$ cat config.mk
export PLATFORM = sky130hd
export DESIGN_NAME = irq_funnel
export DESIGN_NICKNAME = d
export VERILOG_FILES = /design/src/rtl/irq_funnel_pkg.sv /design/src/rtl/irq_funnel_pick.sv /design/src/rtl/irq_funnel_regs.sv /design/src/rtl/irq_funnel.sv
export SDC_FILE = /design/constraint.sdc
export NUM_CORES = 1
export LEC_CHECK = 0
export ABC_AREA = 1
export BUFFER_PORTS_ARGS = -buffer_cell sky130_fd_sc_hd__buf_2
export CORE_ASPECT_RATIO = 1.5
export CORE_MARGIN = 3
export CORE_UTILIZATION = 46
export DETAILED_ROUTE_END_ITERATION = 10
export PLACE_DENSITY = 0.73
export SETUP_SLACK_MARGIN = 0.2
export SYNTH_ARGS = -nofsm -noshare
export SYNTH_HDL_FRONTEND = slang
export SYNTH_SLANG_ARGS = --single-unit
$ cat constraint.sdc
create_clock -name clk -period 4.55 [get_ports clk]
set_input_delay 1.1375 -clock clk [delete_from_list [all_inputs] [get_ports clk]]
set_output_delay 1.1375 -clock clk [all_outputs]
set_load 0.01 [all_outputs]
$ cat src/rtl/irq_funnel_pkg.sv
package irq_funnel_pkg;
    typedef enum logic [0:0] {
        ST_IDLE = 1'b0,
        ST_HELD = 1'b1
    } fun_state_t;

    localparam logic [15:0] MAPX_BASE = 16'h0C00;
    localparam logic [15:0] MAPS_BASE = 16'h1000;
    localparam logic [15:0] CLRX_BASE = 16'h1400;
    localparam logic [15:0] CLRS_BASE = 16'h1800;
    localparam logic [30:0] TAG_X     = 31'h7C0;
    localparam logic [30:0] TAG_S     = 31'h7E0;
endpackage

$ cat src/rtl/irq_funnel_pick.sv
module irq_funnel_pick #(
    parameter int W  = 64,
    parameter int PW = $clog2(W)
) (
    input  logic [W-1:0]  vec,
    output logic          hit,
    output logic [PW-1:0] pos
);
    always_comb begin
        pos = '0;
        for (int i = W - 1; i >= 0; i--) begin
            if (vec[i]) pos = PW'(i);
        end
        hit = |vec;
    end
endmodule

$ cat src/rtl/irq_funnel_regs.sv
module irq_funnel_regs
    import irq_funnel_pkg::*;
#(
    parameter int N_GROUPS = 8,
    parameter int N_SOLO   = 32,
    localparam int GW = $clog2(N_GROUPS),
    localparam int SW = $clog2(N_SOLO)
) (
    input  logic                clk,
    input  logic                rst_n,
    input  logic                wr,
    input  logic [15:0]         addr,
    input  logic [31:0]         wdata,
    output logic [31:0]         rdata,
    output logic [N_GROUPS-1:0] en_x,
    output logic [N_SOLO-1:0]   en_s,
    output logic                mapx_wr,
    output logic [GW-1:0]       mapx_sel,
    output logic                maps_wr,
    output logic [SW-1:0]       maps_sel,
    output logic                clrx_wr,
    output logic [GW-1:0]       clrx_sel,
    output logic                clrs_wr,
    output logic [SW-1:0]       clrs_sel,
    output logic                wbit
);
    logic hi_word, in_mapx, in_maps, in_clrx, in_clrs;

    always_comb begin
        hi_word  = addr[2];
        in_mapx  = (addr[15:6] == MAPX_BASE[15:6]);
        in_maps  = (addr[15:8] == MAPS_BASE[15:8]);
        in_clrx  = (addr[15:8] == CLRX_BASE[15:8]);
        in_clrs  = (addr[15:8] == CLRS_BASE[15:8]);
        mapx_sel = addr[3 +: GW];
        maps_sel = addr[3 +: SW];
        clrx_sel = addr[5 +: GW];
        clrs_sel = addr[3 +: SW];
        mapx_wr  = wr && hi_word && in_mapx;
        maps_wr  = wr && hi_word && in_maps;
        clrx_wr  = wr && hi_word && in_clrx;
        clrs_wr  = wr && hi_word && in_clrs;
        wbit     = wdata[31];
    end

    always_ff @(posedge clk) begin
        if (!rst_n) begin
            en_x <= '0;
            en_s <= '0;
        end else begin
            if (mapx_wr) en_x[mapx_sel] <= wbit;
            if (maps_wr) en_s[maps_sel] <= wbit;
        end
    end

    always_comb begin
        rdata = '0;
        if (hi_word && in_mapx)
            rdata = {en_x[mapx_sel], TAG_X | (31'(mapx_sel) << 2)};
        else if (hi_word && in_maps)
            rdata = {en_s[maps_sel], TAG_S + 31'(maps_sel)};
    end

    // a mapping write lands in exactly the addressed enable
    p_map_write_r2: assert property (@(posedge clk) disable iff (!rst_n)
        mapx_wr |=> en_x[$past(mapx_sel)] == $past(wbit));
    p_solo_write_r2: assert property (@(posedge clk) disable iff (!rst_n)
        maps_wr |=> en_s[$past(maps_sel)] == $past(wbit));
endmodule

$ cat src/rtl/irq_funnel.sv
module irq_funnel
    import irq_funnel_pkg::*;
#(
    parameter int N_GROUPS = 8,
    parameter int GROUP_W  = 4,
    parameter int N_SOLO   = 32,
    localparam int N_EXP   = N_GROUPS * GROUP_W,
    localparam int N_LINES = N_EXP + N_SOLO,
    localparam int IDX_W   = $clog2(N_LINES),
    localparam int XW      = $clog2(N_EXP),
    localparam int GW      = $clog2(N_GROUPS),
    localparam int SW      = $clog2(N_SOLO)
) (
    input  logic               clk,
    input  logic               rst_n,
    input  logic [N_LINES-1:0] irq_in,
    input  logic               reg_wr,
    input  logic [15:0]        reg_addr,
    input  logic [31:0]        reg_wdata,
    output logic [31:0]        reg_rdata,
    output logic               req_valid,
    output logic [IDX_W-1:0]   req_index
);
    fun_state_t state, nstate;
    logic [IDX_W-1:0]   cur_idx, nidx;
    logic [N_LINES-1:0] pend, en_line, cand;
    logic [N_EXP-1:0]   rise;
    logic [N_GROUPS-1:0] en_x;
    logic [N_SOLO-1:0]  en_s;
    logic mapx_wr, maps_wr, clrx_wr, clrs_wr, wbit;
    logic [GW-1:0] mapx_sel, clrx_sel;
    logic [SW-1:0] maps_sel, clrs_sel;
    logic cand_hit, rise_hit, retire, map_busy, held_is_x;
    logic [IDX_W-1:0] cand_pos;
    logic [XW-1:0]    rise_pos;
    logic [GW-1:0]    held_grp;
    logic [SW-1:0]    held_solo;

    irq_funnel_regs #(.N_GROUPS(N_GROUPS), .N_SOLO(N_SOLO)) u_regs (
        .clk(clk), .rst_n(rst_n), .wr(reg_wr), .addr(reg_addr),
        .wdata(reg_wdata), .rdata(reg_rdata), .en_x(en_x), .en_s(en_s),
        .mapx_wr(mapx_wr), .mapx_sel(mapx_sel), .maps_wr(maps_wr),
        .maps_sel(maps_sel), .clrx_wr(clrx_wr), .clrx_sel(clrx_sel),
        .clrs_wr(clrs_wr), .clrs_sel(clrs_sel), .wbit(wbit)
    );

    for (genvar i = 0; i < N_EXP; i++) begin : g_xen
        assign en_line[i] = en_x[i / GROUP_W];
    end
    for (genvar k = 0; k < N_SOLO; k++) begin : g_sen
        assign en_line[N_EXP + k] = en_s[k];
    end

    assign cand = irq_in & en_line;
    assign rise = irq_in[N_EXP-1:0] & ~pend[N_EXP-1:0] & en_line[N_EXP-1:0];

    irq_funnel_pick #(.W(N_LINES)) u_pick_all (.vec(cand), .hit(cand_hit), .pos(cand_pos));
    irq_funnel_pick #(.W(N_EXP))   u_pick_rise (.vec(rise), .hit(rise_hit), .pos(rise_pos));

    always_comb begin
        held_is_x = cur_idx < IDX_W'(N_EXP);
        held_grp  = GW'(cur_idx / IDX_W'(GROUP_W));
        held_solo = SW'(cur_idx - IDX_W'(N_EXP));
        map_busy  = mapx_wr || maps_wr;
        retire    = (clrx_wr && held_is_x && held_grp == clrx_sel)
                 || (clrs_wr && !held_is_x && held_solo == clrs_sel)
                 || (mapx_wr && !wbit && held_is_x && held_grp == mapx_sel)
                 || (maps_wr && !wbit && !held_is_x && held_solo == maps_sel);
    end

    always_comb begin
        nstate = state;
        nidx   = cur_idx;
        unique case (state)
            ST_IDLE: if (cand_hit && !map_busy) begin
                nstate = ST_HELD;
                nidx   = cand_pos;
            end
            ST_HELD: if (retire) begin
                nstate = ST_IDLE;
            end else if (rise_hit && !map_busy) begin
                nidx = IDX_W'(rise_pos);
            end
        endcase
    end

    always_ff @(posedge clk) begin
        if (!rst_n) begin
            state   <= ST_IDLE;
            cur_idx <= '0;
            pend    <= '0;
        end else begin
            state   <= nstate;
            cur_idx <= nidx;
            pend    <= irq_in;
        end
    end

    always_comb begin
        req_valid = (state == ST_HELD);
        req_index = (state == ST_HELD) ? cur_idx : '0;
    end

    p_held_enabled_r10: assert property (@(posedge clk) disable iff (!rst_n)
        req_valid |-> en_line[req_index]);
    p_retire_drop_r7: assert property (@(posedge clk) disable iff (!rst_n)
        (req_valid && retire) |=> !req_valid);
    p_hold_r5: assert property (@(posedge clk) disable iff (!rst_n)
        (req_valid && !retire && !rise_hit) |=> (req_valid && $stable(req_index)));
    p_idle_quiet_r4: assert property (@(posedge clk) disable iff (!rst_n)
        (!req_valid && !cand_hit) |=> !req_valid);
endmodule

Yosys cells after proc, flatten, opt, wreduce, memory -nomap -nowiden

Cells that the tools add are included.

$add $sub $neg: 2
$mul: 0
Div/mod/pow operators: 0
$lt $le $gt $ge: 5
Equality and inequality tests: 10
Shift-type cells: 0
Muxes and demuxes: 116
Bitwise logic cells: 5
Reductions and logical operators: 31

Operators with widths:

| cell                  | number |
|---|---|
| $mux 6                | 68 |
| $mux 5                | 32 |
| $and 32x32->32        | 2 |
| $and 64x64->64        | 1 |
| $mux 32               | 2 |
| $reduce_or 64->1      | 1 |
| $bwmux 32             | 1 |
| $not 32->32           | 1 |
| $reduce_or 32->1      | 1 |
| $eq 8x5->1 const B    | 3 |
| $logic_and 1x1->1     | 21 |
| $add 11x5->12 const A | 1 |
| $pmux 6 s2            | 1 |
| $eq 10x6->1 const B   | 1 |
| $bwmux 8              | 1 |
| $eq 3x3->1            | 2 |
| $lt 5x6->1 const B    | 1 |
| $lt 6x6->1 const B    | 1 |
| $mux 1                | 6 |
| $bmux 1 s5            | 1 |
| $demux 1 s5           | 1 |
| $eq 5x5->1            | 1 |
| $ge 5x1->1 const B    | 1 |
| $sub 5x1->5 const B   | 1 |
| 11 further kinds      | 17 |

Register bits: 79
Bits in latches: 0
RAM bits: 0
Memory bits (read-only): 0
Output and inout port bits: 39
Logic and storage cells: 174
Memories: 0

Logic depth before layout (Yosys ltp)

Gate-level depths: netlist (run 1).

Depth after elaboration: 67
Mapped depth: 66
Depth with buffers taken out: 66

Modules after synthesis

Synthesis (run 1) repeated with hierarchy kept, for this count alone.

Cells, all modules: 1212
Area, all modules: 6580.1 µm²

By module, submodules not included:

| module                        | instances | cells an instance | area each (µm²) | sequential area each (µm²) |
|---|---|---|---|---|
| irq_funnel_regs               | 1         | 474               | 2844.0          | 800.8 |
| irq_funnel                    | 1         | 396               | 2240.9          | 780.7 |
| irq_funnel_pick (u_pick_all)  | 1         | 235               | 1024.7          | 0.0 |
| irq_funnel_pick (u_pick_rise) | 1         | 107               | 470.5           | 0.0 |

Least setup slack after synthesis (run 1)

No wires, ideal clock.

Kind: input-to-reg
Start: input irq_in[63]
End: register cur_idx[0]
Data arrival time: 3.937 ns
Path slack: 0.492 ns
Stages: 66
Cell sequence: nand2_1 -> inv_1 -> nand2_1 -> nand2_1 -> nand2_1 -> nand2_1 -> nand2_1 -> nand2_1 -> nand2_1 -> nand2_1 -> nand2_1 -> nand2_1 -> nand2_1 -> nand2_1 -> nand2_1 -> nand2_1 -> nand2_1 -> nand2_1 -> [... 30 more ...] -> nand2_1 -> nand2_1 -> nand2_1 -> nand2_1 -> nand2_1 -> nand2_1 -> nand2_1 -> nand2_1 -> nand2_1 -> nand2_1 -> nand2_1 -> nand2_1 -> nand2_1 -> nand2_1 -> nand2_1 -> nand2_1 -> nand2_1 -> a21oi_2

Word-level cells in the longest chain between the ends: 67

RTL lines:

| element              | RTL line              | text |
|---|---|---|
| from (decl)          | irq_funnel.sv:16      | `input logic [N_LINES-1:0] irq_in,` |
| $and 64x64->64 *     | irq_funnel.sv:54      | `assign cand = irq_in & en_line;` |
| $mux 6 (64 in a row) | irq_funnel_pick.sv:12 | `if (vec[i]) pos = PW'(i);` |
| $mux 6               | irq_funnel.sv:75      | `ST_IDLE: if (cand_hit && !map_busy) begin` |
| $pmux 6 s2           | irq_funnel.sv:74      | `unique case (state)` |
| to (signal assigned) | irq_funnel.sv:94      | `cur_idx <= nidx;` |
| to (decl)            | irq_funnel.sv:25      | `logic [IDX_W-1:0] cur_idx, nidx;` |

Every way passes the cells marked *; elsewhere a longest branch is shown, timed or not. The select of a mux whose other input is x is not followed.
A chain may end at the register's enable or synchronous reset.

Worst setup path in the final report (run 1)

Ends and elaborated chain as after synthesis.

==> summary.md, run 1 <==
| Metric | Value |
|---|---|
| Outcome | `complete, no violations` |
| CTS sink cnt | `79` |
| IO Pins | `154` |
| Share of the synthesized area in the top cell type | `0.3113` |
| Sequential cell area fraction in the yosys report | `0.3113` |
| Synth area leaders | `dfxtp_1 31%, nand2_1 18%, nor2_1 11%, inv_1 5.8%, a31oi_1 4.1%` |
| Die Area | `12370 um^2` |
| Syn_area_per_cell | `6.042 um^2` |
| Crit path capture type | `flip-flop` |
| Asr flop ratio synth | `0` |
| Antenna viol nets, final | `0` |
| Gr ovfl total | `0` |
| Post-synth EDFFs | `0` |
| Worst-Margin Slew | `1.103 ns` |
| Ys Warns | `0` |
| Post-DP HPWL | `11390 um` |
| Fmax | `237.4 MHz` |
| Critical path startpoint category | `primary input` |
| Lkg Pwr | `3.243 nW` |
| Area leader, netlist | `dfxtp_1` |
| Routed met2 length | `7598 um` |
| Unrepaired setup endpoints after global routing | `true` |
| Final Skew | `0.005518 ns` |
| Fin. max-slew vios | `0` |
| GRT Overall Usage | `0.2372` |
| Max-Cap Viols | `0` |
| CTS tree | `yes` |
| # rows | `46` |
| Largest net degree at the start of global routing | `66` |
| Worst-path fanout max | `2` |
| Top delay family on crit path | `simple AND/OR/NAND/NOR gates` |
| Port Buffers | `100` |
| Share of cells above drive strength 1 | `0.1899` |
| CTS Buffer Depth | `2` |
| Post-placement cell count | `1076` |
| Layout Nets | `1058` |
| TritonRoute pass-1 iters | `6` |
| Initial antenna violation count | `0` |
| Placed cell areas | `5672 um^2` |
| Critical Path Start | `irq_in[63]` |
| Critical path's slowest cell | `buf_2` |
| Routed len/inst | `13.35 um` |
| Clk Latency, worst-skew pair | `0.34 ns` |
| M1 WL | `5448 um` |
| Yosys cell types | `35` |
| Hold Path Class | `flip-flop to flip-flop` |
| Post-layout minimum cycle time | `4.212 ns` |
| Main synth FF type | `dfxtp_1` |
| Commonest cells post-synth | `243 x nand2_1, 150 x nor2_1, 79 x dfxtp_1, 78 x inv_1, 36 x o21ai_0` |
| VDD IR max | `0.1922 mV` |
| Vias in the first global route | `5172` |
| Synthesized flop and latch total | `79` |
| Worst hold path depth | `2` |
| Slew margin rel. | `0.2647` |
| Die Height | `134.7 um` |
| Clk slew on worst S/H paths | `0.06 ns` |
| Drt total wl | `14580 um` |
| CORE AREA | `10710 um^2` |
| Total negative slack | `0 ns` |
| CP max stage delay | `0.10 ns` |
| First-pass GRT wire length | `23590 um` |
| WL met3 | `835 um` |
| Post-Layout Cell Count | `1092` |
| Die W | `91.82 um` |
| Power, Total | `0.001520 W` |
| Final Cycle Share | `0.9258` |
| Reg2reg setup slack | `0.90 ns` |
| Global placer's final weighted congestion | `0.9659` |
| R2r worst-path depth | `64` |
| Final instance area | `5952 um^2` |
| Top Metal Used | `met4` |
| Reg2Reg Launch Point | `u_regs.en_s[29]$_SDFFE_PN0P_` |
| Hold path startpoint | `u_regs.en_s[26]$_SDFFE_PN0P_` |
| DR iter-0 viols | `280` |
| Final hold violations | `0` |
| Synthesized cell area | `5081 um^2` |
| Ant diodes | `0` |
| Num CTS Buffers | `9` |
| H-tree levels | `3` |
| Setup CP Type | `primary input to flip-flop` |
| CP required | `4.78 ns` |
| Worst EP arrival | `4.44 ns` |
| Most frequent CP cell | `nand2_1` |
| Setup-failing EPs final | `0` |
| Hold Path End | `u_regs.en_s[26]$_SDFFE_PN0P_` |
| Buf/Inv on CP | `2` |
| Via density | `5.091` |
| CTS Root Cell | `clkbuf_16` |
| Remaining DRCs | `0` |
| Area Overhead vs Synth | `17.14%` |
| Reg-to-reg endpoint | `cur_idx[0]$_SDFFE_PN0P_` |
| Starting Density | `0.4746` |
| Cells after Synth | `841` |
| Top-count cell post-synth | `nand2_1` |
| Via Count | `5559` |
| Pwr dens | `255.3 nW/um^2` |
-- routing by layer --
metal | vias to the layer above | global-route usage
li1 | 2887 | -
met1 | 2423 | 0.2508
met2 | 205 | 0.4453
met3 | 44 | 0.02731
met4 | 0 | 0.1405
met5 | - | 0
-- cell usage in the layout, fill, tap and decap left out, drive strengths merged, types with 5 or more instances in the layout --
cell type,count
clkbuf,13
o22ai,14
nor4,7
a21oi,26
o21ai,64
nand2,274
inv,99
nor3,11
buf,111
dfxtp,79
conb,20
nor2,150
a31oi,33
o31ai,5
nand3,9
-- cells by family (layout without fill, tap and decap cells) --
family,after synthesis,after routing,synth area share
compound gates,163,163,0.1896
xor+xnor,2,2,0.003448
buf+inv,139,227,0.1219
flops,79,79,0.3113
other cells,1,20,0.0007380
simple gates,457,457,0.3731
-- registers in the layout, summed over array words and instances, names as in the netlist --
name / count
cur_idx: 6
pend: 32
req_valid: 1
u_regs.en_s: 32
u_regs.en_x: 8
-- power breakdown --
| group | switching, W | leakage [nW] | internal [W] |
|---|---|---|---|
| Sequential | 0.00000454 | 0.645 | 0.000707 |
| Clock | 0.000277 | 0.136 | 0.000397 |
| Combinational | 0.0000902 | 2.46 | 0.0000432 |
| Total | 0.000372 | 3.24 | 0.00115 |
-- area by class of cell --
| class | count | area [um^2] |
|---|---|---|
| sequential | 79 | 1582 |
| tap | 144 | 180.2 |
| multi-input combinational | 642 | 2954 |
| clock buffer | 13 | 260.3 |
| timing repair buffer | 111 | 583.1 |
| inverter | 100 | 375.4 |
| clock inverter | 3 | 17.52 |
| fill | 1170 | 4753 |
-- worst max path at each step --
stage	slack [ns]	to	cells past startpoint
2_1_floorplan	0.49	cur_idx[0]$_SDFFE_PN0P_	66
3_3_place_gp	-0.11	cur_idx[0]$_SDFFE_PN0P_	67
3_5_place_dp	-0.09	cur_idx[0]$_SDFFE_PN0P_	67
4_1_cts	0.26	cur_idx[0]$_SDFFE_PN0P_	67
5_1_grt	-0.40	cur_idx[0]$_SDFFE_PN0P_	67
6_report	0.34	cur_idx[0]$_SDFFE_PN0P_	67
-- per-stage QoR --
stage | utilization | setup slack (ns) | hold WS, ns
CTS | 0.5558 | 0.2584 | 0.4925
detailed placement | 0.5298 | -0.09253 | 0.4837
global placement | 0.5298 | -0.1149 | 0.4781
global route | 0.5560 | -0.4001 | 0.5105
finish | 0.5560 | 0.3376 | 0.4928
floorplan | - | 0.4917 | 0.4453
-- worst reg2reg max path: cells and delay by family (launching register included) --
kind             cells  cell delay [ns]
flip-flops           1             0.40
AO/OA/AOI/OAI        1             0.10
AND/OR/NAND/NOR     63             3.13
-- timing repair --
action                     CTS  global route
gates resized for setup      0             1
buffers inserted             0             0
setup endpoints to repair    0             1
hold buffers                 0             0
(Power assumes the default switching activity.)
==> inputs of run 2 (changes only) <==
CORE_UTILIZATION = 30   (was 46)
PLACE_DENSITY = not set   (was 0.73)
==> summary.md, run 2 (synthesis gave the netlist of run 1 again) <==
| Metric | Value |
|---|---|
| Critical path's slowest cell | `buf_6` |
| Unrepaired setup endpoints after global routing | `true` |
| Final core utilization | `0.3722 (-0.1837)` |
| H-tree levels | `3 (unchanged)` |
| Outcome | `complete, no violations` |
| CTS Buffer Depth | `2 (unchanged)` |
| Port Buffers | `100 (unchanged)` |
| Clk Latency, worst-skew pair | `0.35 ns (about the same)` |
| Worst-path fanout max | `2 (unchanged)` |
| Sequential Area | `1582 um^2 (unchanged)` |
| Lkg Pwr | `3.285 nW (+1.3%)` |
| Routed len/inst | `14.09 um (+5.6%)` |
| Post-route worst setup slack | `0.3399 ns (+0.002317 ns)` |
| Largest net degree at the start of global routing | `67 (+1.5%)` |
| Antenna viol nets, final | `0 (unchanged)` |
| Commonest non-fill, non-tap cells in the layout | `242 x nand2_1, 150 x nor2_1, 98 x buf_2` |
| Worst slack, placed | `-0.1111 ns (-0.01858 ns)` |
| DR iter-0 viols | `259 (-7.5%)` |
| Area Overhead vs Synth | `20.17%` |
| Setup CP Type | `primary input to flip-flop` |
| Drt total wl | `16290 um (+12%)` |
| Most frequent CP cell | `nand2_1` |
| CORE AREA | `16400 um^2 (+53%)` |
| TritonRoute pass-1 iters | `5 (-1)` |
| Multi-input gate area | `2959 um^2 (+0.17%)` |
| VDD IR max | `0.1337 mV (-30%)` |
| # rows | `57 (+24%)` |
| Final instance area | `6106 um^2 (+2.6%)` |
| Fillers | `1845 (+58%)` |
| Critical path startpoint category | `primary input` |
| Share of cells above drive strength 1 | `0.1947 (+0.004863)` |
| Global placer's final weighted congestion | `0.9256 (-4.2%)` |
| Commonest non-fill, non-tap cell in the layout | `nand2_1` |
| CTS Root Cell | `clkbuf_16` |
| Vias in the first global route | `5258 (+1.7%)` |
| Final Hold Slack | `0.4907 ns (-0.002102 ns)` |
| CTS sink cnt | `79 (unchanged)` |
| Final Cycle Share | `0.9253 (about the same)` |
| Die Area | `18570 um^2 (+50%)` |
| Die Height | `165.4 um (+23%)` |
| Starting Density | `0.3098 (-0.1649)` |
| Buf/Inv on CP | `2 (unchanged)` |
| CP required | `4.79 ns (about the same)` |
| CP max stage delay | `0.09 ns (about the same)` |
| Via density | `4.840 (-4.9%)` |
| Fmax | `237.5 MHz (about the same)` |
| Worst EP arrival | `4.45 ns (about the same)` |
| Gr ovfl total | `0 (unchanged)` |
| Max-Cap Viols | `0 (unchanged)` |
| Clk slew on worst S/H paths | `0.06 ns (about the same)` |
| Power, Total | `0.001642 W (+8.1%)` |
| Pwr dens | `268.9 nW/um^2 (+5.3%)` |
| Regs by FF count | `pend (32), u_regs.en_s (32), u_regs.en_x (8)` |
| Die W | `112.3 um (+22%)` |
| Final Skew | `0.005867 ns (+0.0003485 ns)` |
| Final hold violations | `0 (unchanged)` |
| Worst-Margin Slew | `1.135 ns (+0.03207 ns)` |
| Top delay family on crit path | `simple AND/OR/NAND/NOR gates` |
| Slew margin rel. | `0.2433 (-0.02138)` |
| First-pass GRT wire length | `25260 um (+7.1%)` |
| Post CTS Setup Buffer Count | `0 (unchanged)` |
| Ant diodes | `0 (unchanged)` |
| Fin. max-slew vios | `0 (unchanged)` |
| Setup-failing EPs final | `0 (unchanged)` |
| Remaining DRCs | `0 (unchanged)` |
| GRT Overall Usage | `0.1705 (-0.06673)` |
| Num CTS Buffers | `9 (unchanged)` |
| Initial antenna violation count | `0 (unchanged)` |
| Layout Nets | `1060 (+0.19%)` |
| Via Count | `5595 (+0.65%)` |
| Placed cell areas | `5764 um^2 (+1.6%)` |
| Hold Path Class | `flip-flop to flip-flop` |
| CTS tree | `yes` |
| Post-layout minimum cycle time | `4.210 ns (-0.002317 ns)` |
| Post-DP HPWL | `12850 um (+13%)` |
| IO Pins | `154 (unchanged)` |
| Crit path capture type | `flip-flop` |
-- run 2: changes by cell type in the layout (fill, tap and decap cells not counted), sizes merged --
| cell | change |
|---|---|
| bufinv | +2 |
| clkinv | +2 |
| inv | +1 |
| buf | +2 |
| clkinvlp | -1 |
| clkbuf | -4 |
-- run 2: final timing paths --
kind,start,to,slack [ns],cells after the start
min reg2reg,u_regs.en_s[27]$_SDFFE_PN0P_,u_regs.en_s[27]$_SDFFE_PN0P_,0.49,2
max reg2reg,u_regs.en_s[31]$_SDFFE_PN0P_,cur_idx[0]$_SDFFE_PN0P_,0.86,66
max,irq_in[63],cur_idx[0]$_SDFFE_PN0P_,0.34,67
min,u_regs.en_s[27]$_SDFFE_PN0P_,u_regs.en_s[27]$_SDFFE_PN0P_,0.49,2
-- run 2: repair_timing --
action                     CTS  global route
hold buffers                 0             0
gates resized for setup      0             5
setup endpoints to repair    0             1
-- run 2: per-stage QoR --
stage                     setup TNS, ns  cells
after floorplan                       0    860
after detailed placement        -0.1111   1140
after global placement          -0.1554   1140
final                                 0   1156
after CTS                             0   1156
after global routing            -0.4408   1156
-- run 2: routing by layer --
metal | GRT usage | vias to the layer above | wire, um
met4 | 0.07108 | 0 | 533
met3 | 0.02588 | 41 | 893
li1 | - | 2900 | -
met5 | 0 | - | 0
met1 | 0.1795 | 2472 | 6090
met2 | 0.3332 | 182 | 8774
-- run 2: worst register-to-register path, delay by kind of cell, from the launching register on --
family,cells,cell delay (ns)
and+or+nand+nor,64,3.15
DFF,1,0.37
AOI/OAI and AO/OA,1,0.10
buffers and inverters,1,0.04
-- run 2: where the power goes --
part | switching (W) | total, W | leakage (nW) | internal (W)
Combinational | 0.0000933 | 0.000138 | 2.48 | 0.0000443
Sequential | 0.00000456 | 0.000711 | 0.645 | 0.000707
Clock | 0.000311 | 0.000793 | 0.160 | 0.000482
-- run 2: final cells by class --
type	count	share of cell area
clock buffers	9	0.03689
clock inverters	7	0.01578
inverters	100	0.06148
multi-input cells	642	0.4846
flip-flops and latches	79	0.2590
well taps	206	0.04221
repair buffers	113	0.1000
==> inputs of run 3 (changes only) <==
CORE_UTILIZATION = 50   (was 30)
HOLD_SLACK_MARGIN = 0.05   (was not set)
PLACE_DENSITY = 0.78   (was not set)
==> summary.md, run 3 (synthesis gave the netlist of run 1 again) <==
| Metric | Value |
|---|---|
| Outcome | `complete, no violations` |
| Sequential Power Share | `0.452 (+0.019)` |
| GRT Overall Usage | `0.2730 (+0.1025)` |
| Post-DP HPWL | `11750 um (-8.6%)` |
| Final instance area | `5983 um^2 (-2.0%)` |
| Slew margin rel. | `0.4236 (+0.1803)` |
| R2r worst-path depth | `66 (unchanged)` |
| Clk Latency, worst-skew pair | `0.34 ns (about the same)` |
| Fin. max-slew vios | `0 (unchanged)` |
| Port Buffers | `100 (unchanged)` |
| Global placer's final weighted congestion | `0.9898 (+6.9%)` |
| CORE AREA | `9799 um^2 (-40%)` |
| Drt total wl | `14950 um (-8.2%)` |
| Largest net degree at the start of global routing | `49 (-27%)` |
| CP Depth | `67 (unchanged)` |
| CTS Buffer Depth | `2 (unchanged)` |
| Ant diodes | `0 (unchanged)` |
| Clk slew on worst S/H paths | `0.06 ns (about the same)` |
| Share of cells above drive strength 1 | `0.1960 (+0.001280)` |
| H-tree levels | `3 (unchanged)` |
| CTS sink cnt | `79 (unchanged)` |
| VDD IR max | `0.2300 mV (+72%)` |
| Via density | `5.266 (+8.8%)` |
| First-pass GRT wire length | `24450 um (-3.2%)` |
| Total negative slack | `0 ns (unchanged)` |
| Area Overhead vs Synth | `17.75%` |
| Net Switching | `0.0003837 W (-6.1%)` |
| CTS Root Cell | `clkbuf_16` |
| CP max stage delay | `0.10 ns (about the same)` |
| Critical path startpoint category | `primary input` |
| Vias in the first global route | `5305 (+0.89%)` |
| Num CTS Buffers | `9 (unchanged)` |
| IO Pins | `154 (unchanged)` |
| Die Area | `11430 um^2 (-38%)` |
| PostCTS Resize Cnt | `0 (unchanged)` |
| Initial antenna violation count | `0 (unchanged)` |
| Fmax | `234.6 MHz (-1.2%)` |
| Die Height | `129.5 um (-22%)` |
| Pwr dens | `263.3 nW/um^2 (-2.1%)` |
| Post-layout minimum cycle time | `4.263 ns (+0.05276 ns)` |
| Setup-failing EPs final | `0 (unchanged)` |
| Worst-path fanout max | `2 (unchanged)` |
| Final Skew | `0.007649 ns (+0.001782 ns)` |
| # rows | `44 (-23%)` |
| Internal power | `0.001192 W (-3.4%)` |
| Most frequent CP cell | `nand2_1` |
| Via Count | `5629 (+0.61%)` |
| Worst EP arrival | `4.49 ns (+0.04 ns)` |
| Part of the power in combinational logic | `0.087 (+0.003)` |
| Power, Total | `0.001576 W (-4.1%)` |
| DR iter-0 viols | `386 (+49%)` |
| Unrepaired setup endpoints after global routing | `true` |
| Post-placement cell count | `1053 (-7.6%)` |
| Remaining DRCs | `0 (unchanged)` |
| Buf/Inv on CP | `2 (unchanged)` |
| Hold Buf Count CTS | `0 (unchanged)` |
| Starting Density | `0.5185 (+0.2088)` |
| Gr ovfl total | `0 (unchanged)` |
| Sw frac | `0.2435 (-0.005268)` |
| TritonRoute pass-1 iters | `5 (unchanged)` |
| Crit path capture type | `flip-flop` |
| Routed len/inst | `13.99 um (-0.76%)` |
| Worst hold path depth | `2 (unchanged)` |
| Placed cell areas | `5680 um^2 (-1.5%)` |
| Layout Nets | `1064 (+0.38%)` |
| Top delay family on crit path | `simple AND/OR/NAND/NOR gates` |
| Commonest non-fill, non-tap cell in the layout | `nand2_1` |
| CP required | `4.78 ns (about the same)` |
| Setup CP Type | `primary input to flip-flop` |
| CTS tree | `yes` |
| Max-Cap Viols | `0 (unchanged)` |
| Clock share of power | `0.462 (-0.021)` |
| Worst-Margin Slew | `0.8647 ns (-0.2704 ns)` |
| Antenna viol nets, final | `0 (unchanged)` |
| Die W | `88.31 um (-21%)` |
| Final hold violations | `0 (unchanged)` |
| Final Cycle Share | `0.9369 (+0.01160)` |
| Lkg Pwr | `3.285 nW (about the same)` |
| Regs by FF count | `pend (32), u_regs.en_s (32), u_regs.en_x (8)` |
| Hold Path Class | `flip-flop to flip-flop` |
| Critical path's slowest cell | `buf_2` |
| Post-Layout Cell Count | `1069 (-7.5%)` |
| Post CTS Setup Buffer Count | `0 (unchanged)` |
| Commonest non-fill, non-tap cells in the layout | `242 x nand2_1, 150 x nor2_1, 100 x buf_2` |
## run 3: cell types whose count changed in the layout (fill, tap and decap cells not counted), sizes merged
cell	previous run	this run
buf	113	117
inv	100	99
bufinv	2	1
clkbuf	9	11
## run 3: worst paths after layout
path | start | slack, ns | end
worst max-delay path | irq_in[63] | 0.29 | cur_idx[0]$_SDFFE_PN0P_
worst max register to register | u_regs.en_s[31]$_SDFFE_PN0P_ | 0.85 | cur_idx[0]$_SDFFE_PN0P_
worst min-delay path | u_regs.en_s[27]$_SDFFE_PN0P_ | 0.49 | u_regs.en_s[27]$_SDFFE_PN0P_
worst min register to register | u_regs.en_s[27]$_SDFFE_PN0P_ | 0.49 | u_regs.en_s[27]$_SDFFE_PN0P_
## run 3: per-layer routing
metal / GRT usage / up-vias / wire, um
li1: - / 2910 / -
met1: 0.3006 / 2490 / 5716
met2: 0.5011 / 185 / 7873
met3: 0.04389 / 44 / 741
met4: 0.1237 / 0 / 619
met5: 0 / - / 0
## run 3: layout make-up
class                   count  area, um^2
flip-flops and latches     79        1582
multi-input cells         642        2954
clock inverters             5       57.56
repair buffers            117       628.1
well taps                 115       143.9
clock buffers              11       242.7
fillers                  1012        3816
inverters                 100       375.4
## run 3: worst register-to-register path, delay by kind of cell, from the launching register on
kind / cells / cell delay (ns)
buffers and inverters: 1 / 0.05
and+or+nand+nor: 64 / 3.17
DFF: 1 / 0.35
AOI/OAI and AO/OA: 1 / 0.10
## run 3: power groups by stage
| stage | sequential (W) | combinational, W | clock, W |
|---|---|---|---|
| 3_3_place_gp | 0.000726 | 0.000133 | 0 |
| 5_1_grt | 0.000713 | 0.000151 | 0.000774 |
| 3_5_place_dp | 0.000727 | 0.000134 | 0 |
| 2_1_floorplan | 0.000725 | 0.0000715 | 0 |
| 4_1_cts | 0.000711 | 0.000135 | 0.000736 |
| 6_report | 0.000711 | 0.000137 | 0.000728 |
## run 3: through the flow
stage | util | worst slack (ns) | hold WS [ns]
after floorplan | - | 0.4917 | 0.4453
after global placement | 0.5797 | -0.1283 | 0.4669
after detailed placement | 0.5797 | -0.1327 | 0.4724
after CTS | 0.6103 | 0.2156 | 0.4825
after global routing | 0.6106 | -0.4549 | 0.5294
final | 0.6106 | 0.2871 | 0.4879
